$ cat config.mk
export PLATFORM = sky130hd
export DESIGN_NAME = dmag_top
export DESIGN_NICKNAME = d
export VERILOG_FILES = /design/src/rtl/dmag_pkg.sv /design/src/rtl/dmag_ptr_mux.sv /design/src/rtl/dmag_ea_calc.sv /design/src/rtl/dmag_wb_reg.sv /design/src/rtl/dmag_top.sv
export SDC_FILE = /design/constraint.sdc
export NUM_CORES = 1
export LEC_CHECK = 0
export CAP_MARGIN = 20
export CORE_MARGIN = 5
export CORE_UTILIZATION = 49
export DETAILED_ROUTE_END_ITERATION = 10
export PLACE_DENSITY = 0.89
export SYNTH_ARGS = -nofsm -noshare
export SYNTH_HDL_FRONTEND = slang
export SYNTH_SLANG_ARGS = --single-unit
$ cat constraint.sdc
create_clock -name clk_i -period 8.7 [get_ports clk_i]
set_input_delay 0.87 -clock clk_i [delete_from_list [all_inputs] [get_ports clk_i]]
set_output_delay 0.87 -clock clk_i [all_outputs]
set_load 0.01 [all_outputs]
$ cat src/rtl/dmag_pkg.sv
package dmag_pkg;
  localparam int unsigned ADDR_W   = 16;
  localparam int unsigned DISP_W   = 6;
  localparam int unsigned NUM_PTR  = 3;
  localparam int unsigned SEL_W    = 2;
  localparam int unsigned MODE_W   = 3;
  localparam int unsigned RIDX_W   = 5;
  localparam int unsigned PTR_BASE = 26;

  typedef enum logic [MODE_W-1:0] {
    AM_DIRECT  = 3'd0,
    AM_IND     = 3'd1,
    AM_DISP    = 3'd2,
    AM_PREDEC  = 3'd3,
    AM_POSTINC = 3'd4
  } am_e;

  localparam logic [SEL_W-1:0] PS_X = 2'd0;
  localparam logic [SEL_W-1:0] PS_Y = 2'd1;
  localparam logic [SEL_W-1:0] PS_Z = 2'd2;
endpackage

$ cat src/rtl/dmag_ptr_mux.sv
module dmag_ptr_mux
  import dmag_pkg::*;
#(
  parameter int unsigned AW = ADDR_W,
  parameter int unsigned NP = NUM_PTR,
  parameter int unsigned SW = SEL_W
) (
  input  logic [2*NP*8-1:0] regs_i,
  input  logic [SW-1:0]     sel_i,
  output logic [AW-1:0]     ptr_o,
  output logic              sel_ok_o
);
  logic [AW-1:0] ptr_arr [NP];

  for (genvar g = 0; g < NP; g++) begin : g_pair
    assign ptr_arr[g] = {regs_i[(2*g+1)*8 +: 8], regs_i[(2*g)*8 +: 8]};
  end

  always_comb begin
    ptr_o    = '0;
    sel_ok_o = 1'b0;
    for (int i = 0; i < NP; i++) begin
      if (sel_i == SW'(i)) begin
        ptr_o    = ptr_arr[i];
        sel_ok_o = 1'b1;
      end
    end
  end
endmodule

$ cat src/rtl/dmag_ea_calc.sv
module dmag_ea_calc
  import dmag_pkg::*;
#(
  parameter int unsigned AW = ADDR_W,
  parameter int unsigned DW = DISP_W,
  parameter int unsigned SW = SEL_W
) (
  input  logic [MODE_W-1:0] mode_i,
  input  logic [SW-1:0]     sel_i,
  input  logic              sel_ok_i,
  input  logic [DW-1:0]     disp_i,
  input  logic [AW-1:0]     direct_i,
  input  logic [AW-1:0]     ptr_i,
  output logic [AW-1:0]     ea_o,
  output logic [AW-1:0]     wb_val_o,
  output logic              wb_need_o,
  output logic              illegal_o
);
  localparam logic [AW-1:0] ONE = AW'(1);

  logic [AW-1:0] ptr_dec, ptr_inc, ptr_dsp;

  assign ptr_dec = ptr_i - ONE;
  assign ptr_inc = ptr_i + ONE;
  assign ptr_dsp = ptr_i + AW'(disp_i);

  always_comb begin
    ea_o      = '0;
    wb_val_o  = '0;
    wb_need_o = 1'b0;
    illegal_o = 1'b0;
    case (mode_i)
      AM_DIRECT: ea_o = direct_i;
      AM_IND: begin
        if (sel_ok_i) ea_o = ptr_i;
        else          illegal_o = 1'b1;
      end
      AM_DISP: begin
        // only Y and Z may carry a displacement
        if (sel_ok_i && sel_i != PS_X) ea_o = ptr_dsp;
        else                           illegal_o = 1'b1;
      end
      AM_PREDEC: begin
        if (sel_ok_i) begin
          ea_o      = ptr_dec;
          wb_val_o  = ptr_dec;
          wb_need_o = 1'b1;
        end else illegal_o = 1'b1;
      end
      AM_POSTINC: begin
        if (sel_ok_i) begin
          ea_o      = ptr_i;
          wb_val_o  = ptr_inc;
          wb_need_o = 1'b1;
        end else illegal_o = 1'b1;
      end
      default: illegal_o = 1'b1;
    endcase
  end
endmodule

$ cat src/rtl/dmag_wb_reg.sv
module dmag_wb_reg
  import dmag_pkg::*;
#(
  parameter int unsigned AW   = ADDR_W,
  parameter int unsigned SW   = SEL_W,
  parameter int unsigned IW   = RIDX_W,
  parameter int unsigned BASE = PTR_BASE
) (
  input  logic          clk_i,
  input  logic          rst_ni,
  input  logic          fire_i,
  input  logic [SW-1:0] sel_i,
  input  logic [AW-1:0] val_i,
  output logic          wb_en_o,
  output logic [IW-1:0] wb_idx_o,
  output logic [AW-1:0] wb_data_o
);
  logic [IW-1:0] idx_d;
  assign idx_d = IW'(BASE) + IW'({sel_i, 1'b0});

  always_ff @(posedge clk_i or negedge rst_ni) begin
    if (!rst_ni) begin
      wb_en_o   <= 1'b0;
      wb_idx_o  <= '0;
      wb_data_o <= '0;
    end else begin
      wb_en_o <= fire_i;
      if (fire_i) begin
        wb_idx_o  <= idx_d;
        wb_data_o <= val_i;
      end
    end
  end
endmodule

$ cat src/rtl/dmag_top.sv
module dmag_top
  import dmag_pkg::*;
#(
  parameter int unsigned AW = ADDR_W,
  parameter int unsigned DW = DISP_W,
  parameter int unsigned NP = NUM_PTR,
  parameter int unsigned SW = SEL_W,
  parameter int unsigned IW = RIDX_W
) (
  input  logic              clk_i,
  input  logic              rst_ni,
  input  logic              req_i,
  input  logic [MODE_W-1:0] mode_i,
  input  logic [SW-1:0]     ptr_sel_i,
  input  logic [DW-1:0]     disp_i,
  input  logic [AW-1:0]     direct_i,
  input  logic [2*NP*8-1:0] regs_i,
  output logic [AW-1:0]     ea_o,
  output logic              illegal_o,
  output logic              wb_en_o,
  output logic [IW-1:0]     wb_idx_o,
  output logic [AW-1:0]     wb_data_o
);
  logic [AW-1:0] ptr;
  logic          sel_ok;
  logic [AW-1:0] wb_val;
  logic          wb_need;

  dmag_ptr_mux #(.AW(AW), .NP(NP), .SW(SW)) u_mux (
    .regs_i  (regs_i),
    .sel_i   (ptr_sel_i),
    .ptr_o   (ptr),
    .sel_ok_o(sel_ok)
  );

  dmag_ea_calc #(.AW(AW), .DW(DW), .SW(SW)) u_calc (
    .mode_i   (mode_i),
    .sel_i    (ptr_sel_i),
    .sel_ok_i (sel_ok),
    .disp_i   (disp_i),
    .direct_i (direct_i),
    .ptr_i    (ptr),
    .ea_o     (ea_o),
    .wb_val_o (wb_val),
    .wb_need_o(wb_need),
    .illegal_o(illegal_o)
  );

  dmag_wb_reg #(.AW(AW), .SW(SW), .IW(IW), .BASE(PTR_BASE)) u_wb (
    .clk_i    (clk_i),
    .rst_ni   (rst_ni),
    .fire_i   (req_i & wb_need),
    .sel_i    (ptr_sel_i),
    .val_i    (wb_val),
    .wb_en_o  (wb_en_o),
    .wb_idx_o (wb_idx_o),
    .wb_data_o(wb_data_o)
  );
endmodule

After elaboration in Yosys (flattened, before gate mapping). Index checks and enable logic that the tools add are counted.

Flip-flop bits (word level): 22. Input bits: 78. Logic and storage cells: 38.

Bitwise operators: 1. Muxes and demuxes: 17. Add/subtract/negate cells: 4. Eq/ne operators: 6. Reductions and logical operators: 7.

Operators with widths (number): two-way mux 16 bit (7); case mux 16 bit (4 select lines) (1); case mux 16 bit (2 select lines) (1); adder 16 x 1 -> 16 bit, second input constant (1); adder 16 x 6 -> 16 bit (1); subtractor 16 x 1 -> 16 bit, second input constant (1); two-way mux 1 bit (7); equality test 3 x 2 -> 1 bit, second input constant (2); adder 4 x 4 -> 5 bit, first input constant (1); OR reduction 2 bit (2); equality test 3 x 1 -> 1 bit, second input constant (1); equality test 3 bit, second input constant (1); zero test 3 bit (1); case mux 1 bit (3 select lines) (1); OR reduction 3 bit (1); equality test 2 x 1 -> 1 bit, second input constant (1); equality test 2 bit, second input constant (1); zero test 2 bit (1); nonzero test 2 bit (1); AND 1 bit (1); logical AND 1 bit (1).

Depth between registers and ports, before layout. Gate-level depths: netlist of run 1.

Word-level depth: 7. Gate-level depth with buffers: 17. Depth with buffers taken out: 14.

By module. Synthesis of run 1 repeated with hierarchy kept, for this count alone.

Cells, all modules: 356. Area, all modules: 3080.5 µm².

By module, submodules not included: dmag_ea_calc (seq. area each 0.0 µm², cells each 268, area an instance 1855.5 µm², times used 1); dmag_wb_reg (seq. area each 500.5 µm², cells each 47, area an instance 832.0 µm², times used 1); dmag_ptr_mux (seq. area each 0.0 µm², cells each 40, area an instance 386.6 µm², times used 1); dmag_top (seq. area each 0.0 µm², cells each 1, area an instance 6.3 µm², times used 1).

Worst setup path before layout of run 1. No wires, ideal clock.

Path type: input port to output port. From: in ptr_sel_i[0]. To: out ea_o[8]. Stages: 16. Arrival: 3.868 ns. Setup slack: 3.962 ns. Path buffers: 2. Cells stage by stage: inv_1 -> ha_1 -> buf_2 -> buf_4 -> nand3b_1 -> a21oi_2 -> inv_1 -> xnor2_1 -> ha_1 -> a211oi_1 -> a2111oi_2 -> nor4_1 -> o21bai_1 -> nand3_1 -> xnor2_1 -> o21ai_0.

Cells in the longest elaborated chain, start to end: 7. Elaborated cells on any way between the ends: 17. Those cells by class: add/sub (2); eq/ne (2); mux (10); reduce/logical (3).

Ends and longest elaborated chain: start: declaration (line dmag_top.sv:14) `input logic [SW-1:0] ptr_sel_i,`; zero test 2 bit (line dmag_ptr_mux.sv:23) `if (sel_i == SW'(i)) begin`; two-way mux 16 bit / two-way mux 1 bit (equally long branches) (3 in series) (line dmag_ptr_mux.sv:23); subtractor 16 x 1 -> 16 bit (tied with other cells) (line dmag_ea_calc.sv:23) `assign ptr_dec = ptr_i - ONE;`; two-way mux 16 bit, on equally long branches (line dmag_ea_calc.sv:44, dmag_ea_calc.sv:40); case mux 16 bit (4 select lines) * (line dmag_ea_calc.sv:32) `case (mode_i)`; end: declaration (line dmag_top.sv:18) `output logic [AW-1:0] ea_o,`.

Every way passes the cells marked *; elsewhere a longest branch is shown, timed or not.

Final worst setup path of run 1.
From: in ptr_sel_i[1]. To: out ea_o[8].

The elaborated chain is that of the path after synthesis.

==> results.cfg, run 1 <==
[outcome]
status = completed

[route]
dr_pass1_iterations = 5
vias = 3515
detail_route.wirelength_um = 10400
ant_nets = 0
wire_per_inst_um = 18.3
drcViolationCount = 0
detailedRoute.firstIterationViolations = 345
detail_route.vias_per_cell = 6.18

[sta]
clock_skew_ns = 0
max_clock_freq_mhz = 146
rsz0062_at_grt = no
tns_ns = 0
report.final.slew_viol_count = 0
finalSetupViolations = 0
timing.slew.headroom_pct = 27.2
period_minus_slack_ns = 6.83
final_min_period_over_clock_period_pct = 78.5
worstMarginPinSlew_ns = 1.09
holdWs_ns = 0.479
number_of_endpoints_with_negative_hold_slack_in_the_final_report = 0

[critical_path]
critical_path_peak_fanout = 33
cp_data_arrival_time_ns = 5.96
worst-endpoint-required_ns = 7.83
ws_path_type = in -> out
start_kind = input port
endpoint_kind = output port
regToRegStartpoint = u_wb.wb_idx_o[2]
reg2regPathDepth = 1
reg2reg_end = u_wb.wb_idx_o[2]
worst-r2r-setup-slack_ns = 7.95

[floorplan]
core_mm2 = 0.00592
dieHeight_um = 88.1
ios = 117
fp-row-count = 28
starting_density_of_the_core_pct = 50.5
dieArea_mm2 = 0.00776
die_width_um = 88.1

[cts]
ctsResizeCount = 0
cts_setup_buffers = 0
number_of_sinks_handled_by_clock_tree_synthesis = 20
clk_pin_slew_worst_paths_ns = 0.06
numCtsBuffers = 3
post_cts_hold_buffer_count = 0
clk_latency_ns = 0.25
clock-root-buffer = sky130_fd_sc_hd__clkbuf_8
number_of_buffers_on_the_longest_clock_path = 2
tritoncts = done
cts.htree.levels = 1

[logic_synthesis]
synthesis.instances = 395
syn_area_mm2 = 0.00299
yosys_most_used_dff = sky130_fd_sc_hd__dfrtp_1
share_of_flip_flops_with_an_asynchronous_set_or_reset_after_synthesis_pct = 100
yosysWarnings = 0
number_of_enable_flip_flop_cells_after_synthesis = 0
yosys_register_bits = 20
yosysSeqAreaShare_pct = 16.7
net_count_of_the_mapped_netlist = 486
syn-mean-instance-area_um2 = 7.57
ys_types = 65

[final_layout]
nNetsFinal = 587
layout.core_utilization_pct = 70.4
area.growth.synth_to_final_pct = 39.3
antenna_diode_count = 0
final_layout_size_suffix_gt1_share_pct = 8.30
fin_cells = 569

[pwr]
power.share.sequential_pct = 26.8
leakagePower_nw = 1.54
power_density_mw_per_mm2 = 103
power_switching_share_pct = 38.0
combinationalPowerShare_pct = 59.7
power.ir.vdd_worst_uv = 103
intPower_w = 0.000266
p_switching_w = 0.000163
pwr-share-clk_pct = 13.5
report.power.total_w = 0.000429

[global_routing]
grtUsageTotal_pct = 26.3
grt_pass1_vias = 3253
grt_pass1_wl_um = 16100
grt_overflow = 0
initial_antenna_violation_count = 0
pin_count_of_the_biggest_net_entering_global_routing = 35

[min_path]
min_delay_path_depth = 2
endpoint_worst_hold = u_wb.wb_idx_o[1]
hp-class = reg -> reg
min_from = u_wb.wb_idx_o[1]

[placement]
dp_hpwl_um = 8410
dpl.cell_count = 566
place_congestion = 0.893
port-buffer-count = 115

[flow_run]
max-cap-violations = 0
placed cells by master, fill, tap and decap left out, drive strengths merged, types with 6 or more instances in the layout:
master | netlist | routed
a211oi | 6 | 6
a21o | 8 | 8
a21oi | 38 | 38
a222oi | 7 | 7
a22oi | 12 | 12
clkdlybuf4s50 | 0 | 115
dfrtp | 20 | 20
ha | 13 | 13
inv | 13 | 13
nand2 | 40 | 40
nand3 | 19 | 19
nand3b | 16 | 16
nand4 | 8 | 8
nor2 | 25 | 25
nor2b | 8 | 8
nor3 | 8 | 8
nor4 | 10 | 10
o21ai | 41 | 41
xnor2 | 22 | 22
xor2 | 7 | 7
critical path: stages:
cell and delay, ns:
sky130_fd_sc_hd__clkdlybuf4s50_1 0.51, sky130_fd_sc_hd__inv_1 0.13, sky130_fd_sc_hd__ha_1 0.78, sky130_fd_sc_hd__a21oi_1 0.21, sky130_fd_sc_hd__a21oi_2 0.51, sky130_fd_sc_hd__inv_1 0.23
sky130_fd_sc_hd__xnor2_1 0.20, sky130_fd_sc_hd__ha_1 0.24, sky130_fd_sc_hd__a211oi_1 0.08, sky130_fd_sc_hd__a2111oi_2 0.58, sky130_fd_sc_hd__nor4_1 0.08, sky130_fd_sc_hd__o21bai_1 0.45
sky130_fd_sc_hd__nand3_1 0.17, sky130_fd_sc_hd__xnor2_1 0.16, sky130_fd_sc_hd__o21ai_0 0.18, sky130_fd_sc_hd__clkdlybuf4s50_1 0.57
cell usage after synthesis, drive strengths merged (2+ instances only):
| library cell | count | area, µm² |
|---|---|---|
| o21a | 3 | 22.5 |
| or4 | 2 | 22.5 |
| nand3b | 16 | 136 |
| o21ai | 41 | 205 |
| nand2 | 40 | 150 |
| and2 | 2 | 12.5 |
| nand3 | 19 | 95.1 |
| clkbuf | 10 | 37.5 |
| a22oi | 12 | 104 |
| o221ai | 2 | 17.5 |
| nand2b | 2 | 12.5 |
| a21oi | 38 | 209 |
| a211oi | 6 | 45.0 |
| a222oi | 7 | 70.1 |
| o211ai | 3 | 22.5 |
| a221oi | 3 | 26.3 |
| nor4 | 10 | 96.4 |
| dfrtp | 20 | 500 |
| nor2b | 8 | 50.1 |
| ha | 13 | 163 |
| nor3 | 8 | 40.0 |
| buf | 14 | 110 |
| a21o | 8 | 67.6 |
| inv | 13 | 48.8 |
| xnor2 | 22 | 200 |
| o31ai | 4 | 30.0 |
| a2bb2oi | 5 | 86.3 |
| xor2 | 7 | 61.3 |
| and3 | 2 | 12.5 |
| nor2 | 25 | 93.8 |
| a31oi | 2 | 12.5 |
| nand4 | 8 | 56.3 |
| or2 | 3 | 18.8 |
routing by layer:
metal / track usage, % / vias up / share of wire (%)
met3: 1.51 / 17 / 6.5
met5: 0 / - / 0
met1: 35.8 / 1668 / 44
met4: 8.52 / 0 / 2.1
li1: - / 1681 / -
met2: 44.5 / 149 / 47
cell families after synthesis:
kind of cell	synth area share [%]
AOI/OAI and AO/OA	33.5
xor gates and xnor gates	8.75
adders and majority gates	5.44
buffers and inverters	6.57
DFF	16.7
muxes	0.712
other	0.125
and+or+nand+nor	28.2
worst max path at each step:
stage	from	end	slack, ns	cells after the start
detailed placement	ptr_sel_i[1]	ea_o[8]	1.98	16
global placement	ptr_sel_i[0]	ea_o[8]	2.14	15
floorplan	ptr_sel_i[0]	ea_o[8]	3.96	16
global route	ptr_sel_i[1]	ea_o[8]	1.42	16
finish	ptr_sel_i[1]	ea_o[8]	1.87	16
CTS	ptr_sel_i[1]	ea_o[8]	1.96	16
power groups by stage:
stage	Clock, W	Combinational (W)	Sequential (W)
global route	0.0000630	0.000276	0.000117
floorplan	0	0.000133	0.000124
detailed placement	0	0.000253	0.000117
finish	0.0000578	0.000256	0.000115
CTS	0.0000598	0.000254	0.000115
global placement	0	0.000251	0.000116
final cells by class:
type / count / area (µm²)
Tap cell: 75 / 93.8
Multi-Input combinational cell: 338 / 2290
Clock buffer: 3 / 41.3
Sequential cell: 20 / 500
Fill cell: 517 / 1760
Timing Repair Buffer: 120 / 1190
Inverter: 13 / 48.8
registers in the layout (all words and copies together), names as in the netlist:
| name | count |
|---|---|
| u_wb.wb_data_o | 16 |
| u_wb.wb_en_o | 1 |
| u_wb.wb_idx_o | 3 |
per-stage QoR:
stage          setup slack (ns)  instance area [µm²]
2_1_floorplan              3.96                 2990
3_3_place_gp               2.14                 4120
3_5_place_dp               1.98                 4120
4_1_cts                    1.96                 4170
5_1_grt                    1.42                 4170
6_report                   1.87                 4170
Power figures use the tool's default switching activity.
==> inputs of run 2 (changes only) <==
- CORE_UTILIZATION: 49 -> 45
- PLACE_DENSITY: 0.89 -> 0.82
- clock period: 8.7 -> 6.6 ns (I/O delays scaled with it)
==> run 2 against run 1 <==
Register-to-register slack worse by 2.1 ns. Global-route usage down 2.9 points. Critical path depth up 1. Highest routed layer unchanged. Wire length down 3.0%. Clock skew unchanged. First-iteration DRC count up 4.1%. Non-clock buffer count up 2. Final cell count up 0.70%. Sequential share of layout area down 0.050 points. Worst setup slack worse by 1.1 ns. Sequential power up 33%. Die area up 7.9%.
==> results.cfg, run 2 (synthesis results as in run 1) <==
[global_routing]
initial_antenna_violation_count = 0
grt_pass1_wl_um = 16400
grtUsageTotal_pct = 23.4
grt_pass1_vias = 3341
grt_overflow = 0
pin_count_of_the_biggest_net_entering_global_routing = 31

[cts]
cts.htree.levels = 1
tritoncts = done
clk_pin_slew_worst_paths_ns = 0.06
numCtsBuffers = 3
number_of_buffers_on_the_longest_clock_path = 2
post_cts_hold_buffer_count = 0
ctsResizeCount = 0
clk_latency_ns = 0.25
cts_setup_buffers = 0
clock-root-buffer = sky130_fd_sc_hd__clkbuf_8
number_of_sinks_handled_by_clock_tree_synthesis = 20

[pwr]
power_density_mw_per_mm2 = 135
power_switching_share_pct = 38.0
power.share.sequential_pct = 26.9
leakagePower_nw = 1.55
power.ir.vdd_worst_uv = 57.5
pwr-share-clk_pct = 13.3
report.power.total_w = 0.000567
combinationalPowerShare_pct = 59.8
p_switching_w = 0.000215
intPower_w = 0.000351

[floorplan]
core_mm2 = 0.00642
dieArea_mm2 = 0.00837
ios = 117
die_width_um = 91.5
fp-row-count = 29
dieHeight_um = 91.5
starting_density_of_the_core_pct = 46.5

[route]
detail_route.vias_per_cell = 6.09
vias = 3487
dr_pass1_iterations = 5
wire_per_inst_um = 17.7
ant_nets = 0
detailedRoute.firstIterationViolations = 359
detail_route.wirelength_um = 10100
drcViolationCount = 0

[critical_path]
delay_heaviest_family_cp = buffers and inverters
worst-endpoint-required_ns = 5.94
ws_path_type = in -> out
worstPathCellList = clkdlybuf4s50_1, inv_1, ha_1, buf_4, nand3b_1, a21oi_2, inv_1, xnor2_1, ha_1, a211oi_1, a2111oi_2, nor4_1, o21bai_1, nand3_1, xor2_1, o21ai_1, clkdlybuf4s50_1
cp_data_arrival_time_ns = 5.15
critical_path_peak_fanout = 16
crit_buf_inv = 5
max_stage_delay_ns = 0.58
crit_slowest_cell = sky130_fd_sc_hd__clkdlybuf4s50_1
endpoint_kind = output port
start_kind = input port

[sta]
report.final.slew_viol_count = 0
rsz0062_at_grt = no
timing.slew.headroom_pct = 33.1
tns_ns = 0
max_clock_freq_mhz = 172
worstMarginPinSlew_ns = 1.00
period_minus_slack_ns = 5.81
clock_skew_ns = 0
number_of_endpoints_with_negative_hold_slack_in_the_final_report = 0
finalSetupViolations = 0
final_min_period_over_clock_period_pct = 88.0

[final_layout]
top_register = u_wb.wb_data_o
number_of_flip_flops_in_the_largest_register = 16
largestRegisters = u_wb.wb_data_o (16), u_wb.wb_idx_o (3), u_wb.wb_en_o (1)
final_cell_mix = sky130_fd_sc_hd__clkdlybuf4s50_1 (115), sky130_fd_sc_hd__nand2_1 (40), sky130_fd_sc_hd__a21oi_1 (33)
area.growth.synth_to_final_pct = 39.9
regArea_um2 = 500
fillerInstances = 571
antenna_diode_count = 0
final_layout_size_suffix_gt1_share_pct = 8.67
multi_input_area_mm2 = 0.00229
nNetsFinal = 589
layout_commonest_cell = sky130_fd_sc_hd__clkdlybuf4s50_1

[min_path]
hp-class = reg -> reg

[placement]
dp_hpwl_um = 8230
port-buffer-count = 115
place_congestion = 0.916

[flow_run]
max-cap-violations = 0

[outcome]
status = completed
==> run 2: cell count changes in the layout (fill, tap and decap cells not counted), sizes merged <==
cell  change
buf       +2
==> run 2: through the flow <==
| stage | hold slack, ns | setup slack [ns] | std cells | instance area [µm²] | utilization [%] |
|---|---|---|---|---|---|
| after floorplan | 0.364 | 2.28 | 395 | 2990 | - |
| after global placement | 0.461 | 0.978 | 570 | 4140 | 64.5 |
| after detailed placement | 0.470 | 0.878 | 570 | 4140 | 64.5 |
| after CTS | 0.485 | 0.852 | 573 | 4180 | 65.1 |
| after global routing | 0.502 | 0.448 | 573 | 4180 | 65.1 |
| final | 0.476 | 0.794 | 573 | 4180 | 65.1 |
==> run 2: final timing paths <==
kind	start	to	slack [ns]	cells after the start
max	ptr_sel_i[0]	ea_o[12]	0.79	17
min	u_wb.wb_data_o[5]	u_wb.wb_data_o[5]	0.48	2
max reg2reg	u_wb.wb_idx_o[2]	u_wb.wb_idx_o[2]	5.85	1
min reg2reg	u_wb.wb_data_o[5]	u_wb.wb_data_o[5]	0.48	2
max in group asynchronous	rst_ni	u_wb.wb_data_o[4]	5.19	1
min in group asynchronous	rst_ni	u_wb.wb_idx_o[2]	0.89	1
==> run 2: area by class of cell <==
type,count,area share [%]
timing repair buffer,122,28.8
multi-input combinational,338,54.8
inverter,13,1.17
tap,77,2.30
clock buffer,3,0.987
sequential,20,12.0
==> run 2: layer usage <==
| layer | track usage, % | part of all wire, % |
|---|---|---|
| met1 | 31.4 | 44 |
| met2 | 39.3 | 46 |
| met3 | 2.89 | 7.9 |
| met4 | 6.66 | 1.6 |
| met5 | 0 | 0 |
==> run 2: power groups by stage <==
stage,sequential [W],combinational [W],clock [W]
global route,0.000156,0.000365,0.0000850
global placement,0.000153,0.000331,0
finish,0.000153,0.000339,0.0000754
CTS,0.000153,0.000336,0.0000777
detailed placement,0.000155,0.000335,0
floorplan,0.000163,0.000175,0
==> inputs of run 3 (changes only) <==
- MAX_ROUTING_LAYER: default -> met4
- SETUP_SLACK_MARGIN: default -> 0.3
==> run 3 against run 2 <==
Wire length about the same. Clock-buffer cell count up 1. Flip-flop and latch count unchanged. Clock skew unchanged.
==> results.cfg, run 3 (synthesis results as in run 1) <==
[floorplan]
dieHeight_um = 91.5
fp-row-count = 29
starting_density_of_the_core_pct = 46.5
dieArea_mm2 = 0.00837
ios = 117
core_mm2 = 0.00642
die_width_um = 91.5

[critical_path]
crit_buf_inv = 5
cp_data_arrival_time_ns = 5.30
worstPathCellList = clkdlybuf4s50_1, inv_1, ha_1, buf_4, nand3b_1, a21oi_2, inv_1, xnor2_1, ha_1, a211oi_1, a2111oi_2, nor4_1, o21bai_1, nand3_1, xnor2_1, o21ai_0, clkdlybuf4s50_1
delay_heaviest_family_cp = compound AO/OA/AOI/OAI gates
path_depth = 17
crit_slowest_cell = sky130_fd_sc_hd__clkdlybuf4s50_1
reg2regPathDepth = 1
endpoint_kind = output port
ws_path_type = in -> out
max_stage_delay_ns = 0.59
start_kind = input port
worst-endpoint-required_ns = 5.94
critical_path_peak_fanout = 16

[route]
detailedRoute.firstIterationViolations = 370
ant_nets = 0
dr_pass1_iterations = 5
detail_route.vias_per_cell = 6.08
wire_per_inst_um = 17.6
detail_route.wirelength_um = 10100
vias = 3489
drcViolationCount = 0

[final_layout]
number_of_flip_flops_in_the_largest_register = 16
final_cell_mix = sky130_fd_sc_hd__clkdlybuf4s50_1 (115), sky130_fd_sc_hd__nand2_1 (40), sky130_fd_sc_hd__a21oi_1 (33)
area.growth.synth_to_final_pct = 40.4
nNetsFinal = 589
layout.core_utilization_pct = 65.3
fillerInstances = 557
final_layout_size_suffix_gt1_share_pct = 8.85
largestRegisters = u_wb.wb_data_o (16), u_wb.wb_idx_o (3), u_wb.wb_en_o (1)
antenna_diode_count = 0
top_register = u_wb.wb_data_o
layout_commonest_cell = sky130_fd_sc_hd__clkdlybuf4s50_1

[sta]
clock_skew_ns = 0
number_of_endpoints_with_negative_hold_slack_in_the_final_report = 0
tns_ns = 0
period_minus_slack_ns = 5.96
final_min_period_over_clock_period_pct = 90.3
timing.slew.headroom_pct = 39.7
report.final.slew_viol_count = 0
max_clock_freq_mhz = 168
finalSetupViolations = 0
rsz0062_at_grt = no
worstMarginPinSlew_ns = 0.901

[cts]
tritoncts = done
clock-root-buffer = sky130_fd_sc_hd__clkbuf_8
number_of_sinks_handled_by_clock_tree_synthesis = 20
cts.htree.levels = 1
post_cts_hold_buffer_count = 0
cts_setup_buffers = 0
clk_latency_ns = 0.25
numCtsBuffers = 3
number_of_buffers_on_the_longest_clock_path = 2
clk_pin_slew_worst_paths_ns = 0.07
ctsResizeCount = 0

[flow_run]
max-cap-violations = 0

[outcome]
status = completed

[pwr]
leakagePower_nw = 1.56
report.power.total_w = 0.000581
power_density_mw_per_mm2 = 138
power.ir.vdd_worst_uv = 65.5

[placement]
dp_hpwl_um = 8230
place_congestion = 0.929
port-buffer-count = 115

[min_path]
hp-class = reg -> reg
min_delay_path_depth = 2

[global_routing]
grt_pass1_vias = 3408
initial_antenna_violation_count = 0
grt_pass1_wl_um = 16800
pin_count_of_the_biggest_net_entering_global_routing = 33
grt_overflow = 0
grtUsageTotal_pct = 24.8
[run 3: stage by stage]
stage,area [µm²],std cells,hold slack (ns),setup WS [ns]
after global routing,4200,574,0.519,0.304
final,4200,574,0.485,0.641
after detailed placement,4140,570,0.470,0.789
after global placement,4140,570,0.462,0.895
after CTS,4200,574,0.489,0.743
after floorplan,2990,395,0.364,2.28
[run 3: area by class of cell]
cell class                 instances  area, µm²  share of cell area [%]
clock buffer                       4       55.1                    1.31
inverter                          13       48.8                    1.16
multi-input combinational        338       2290                    54.6
sequential                        20        500                    11.9
tap                               77       96.3                    2.30
timing repair buffer             122       1200                    28.7
[run 3: path summary, 6_finish.rpt]
check                                   from           endpoint  slack, ns
max in group asynchronous             rst_ni  u_wb.wb_data_o[4]       5.19
setup / recovery                ptr_sel_i[0]            ea_o[8]       0.64
min in group asynchronous             rst_ni  u_wb.wb_data_o[1]       0.89
hold reg to reg            u_wb.wb_data_o[6]  u_wb.wb_data_o[6]       0.48
hold / removal             u_wb.wb_data_o[6]  u_wb.wb_data_o[6]       0.48
setup reg to reg            u_wb.wb_idx_o[2]   u_wb.wb_idx_o[2]       5.85
[run 3: report_power, final]
part,switching (W),internal [W]
Combinational,0.000169,0.000169
Clock,0.0000370,0.0000530
Sequential,0.0000107,0.000142
[run 3: tightest hold or removal path, delay by kind of cell, from the launching register on]
family             cells  cell delay (ns)
AOI/OAI and AO/OA      1             0.06
DFF                    1             0.34
and+or+nand+nor        1             0.05
[run 3: metal layers]
| layer | vias up | global-route usage, % | wire (µm) |
|---|---|---|---|
| met2 | 186 | 40.0 | 4670 |
| met5 | - | - | 0 |
| li1 | 1686 | - | - |
| met4 | 0 | 6.41 | 137 |
| met3 | 14 | 1.49 | 837 |
| met1 | 1603 | 33.8 | 4490 |
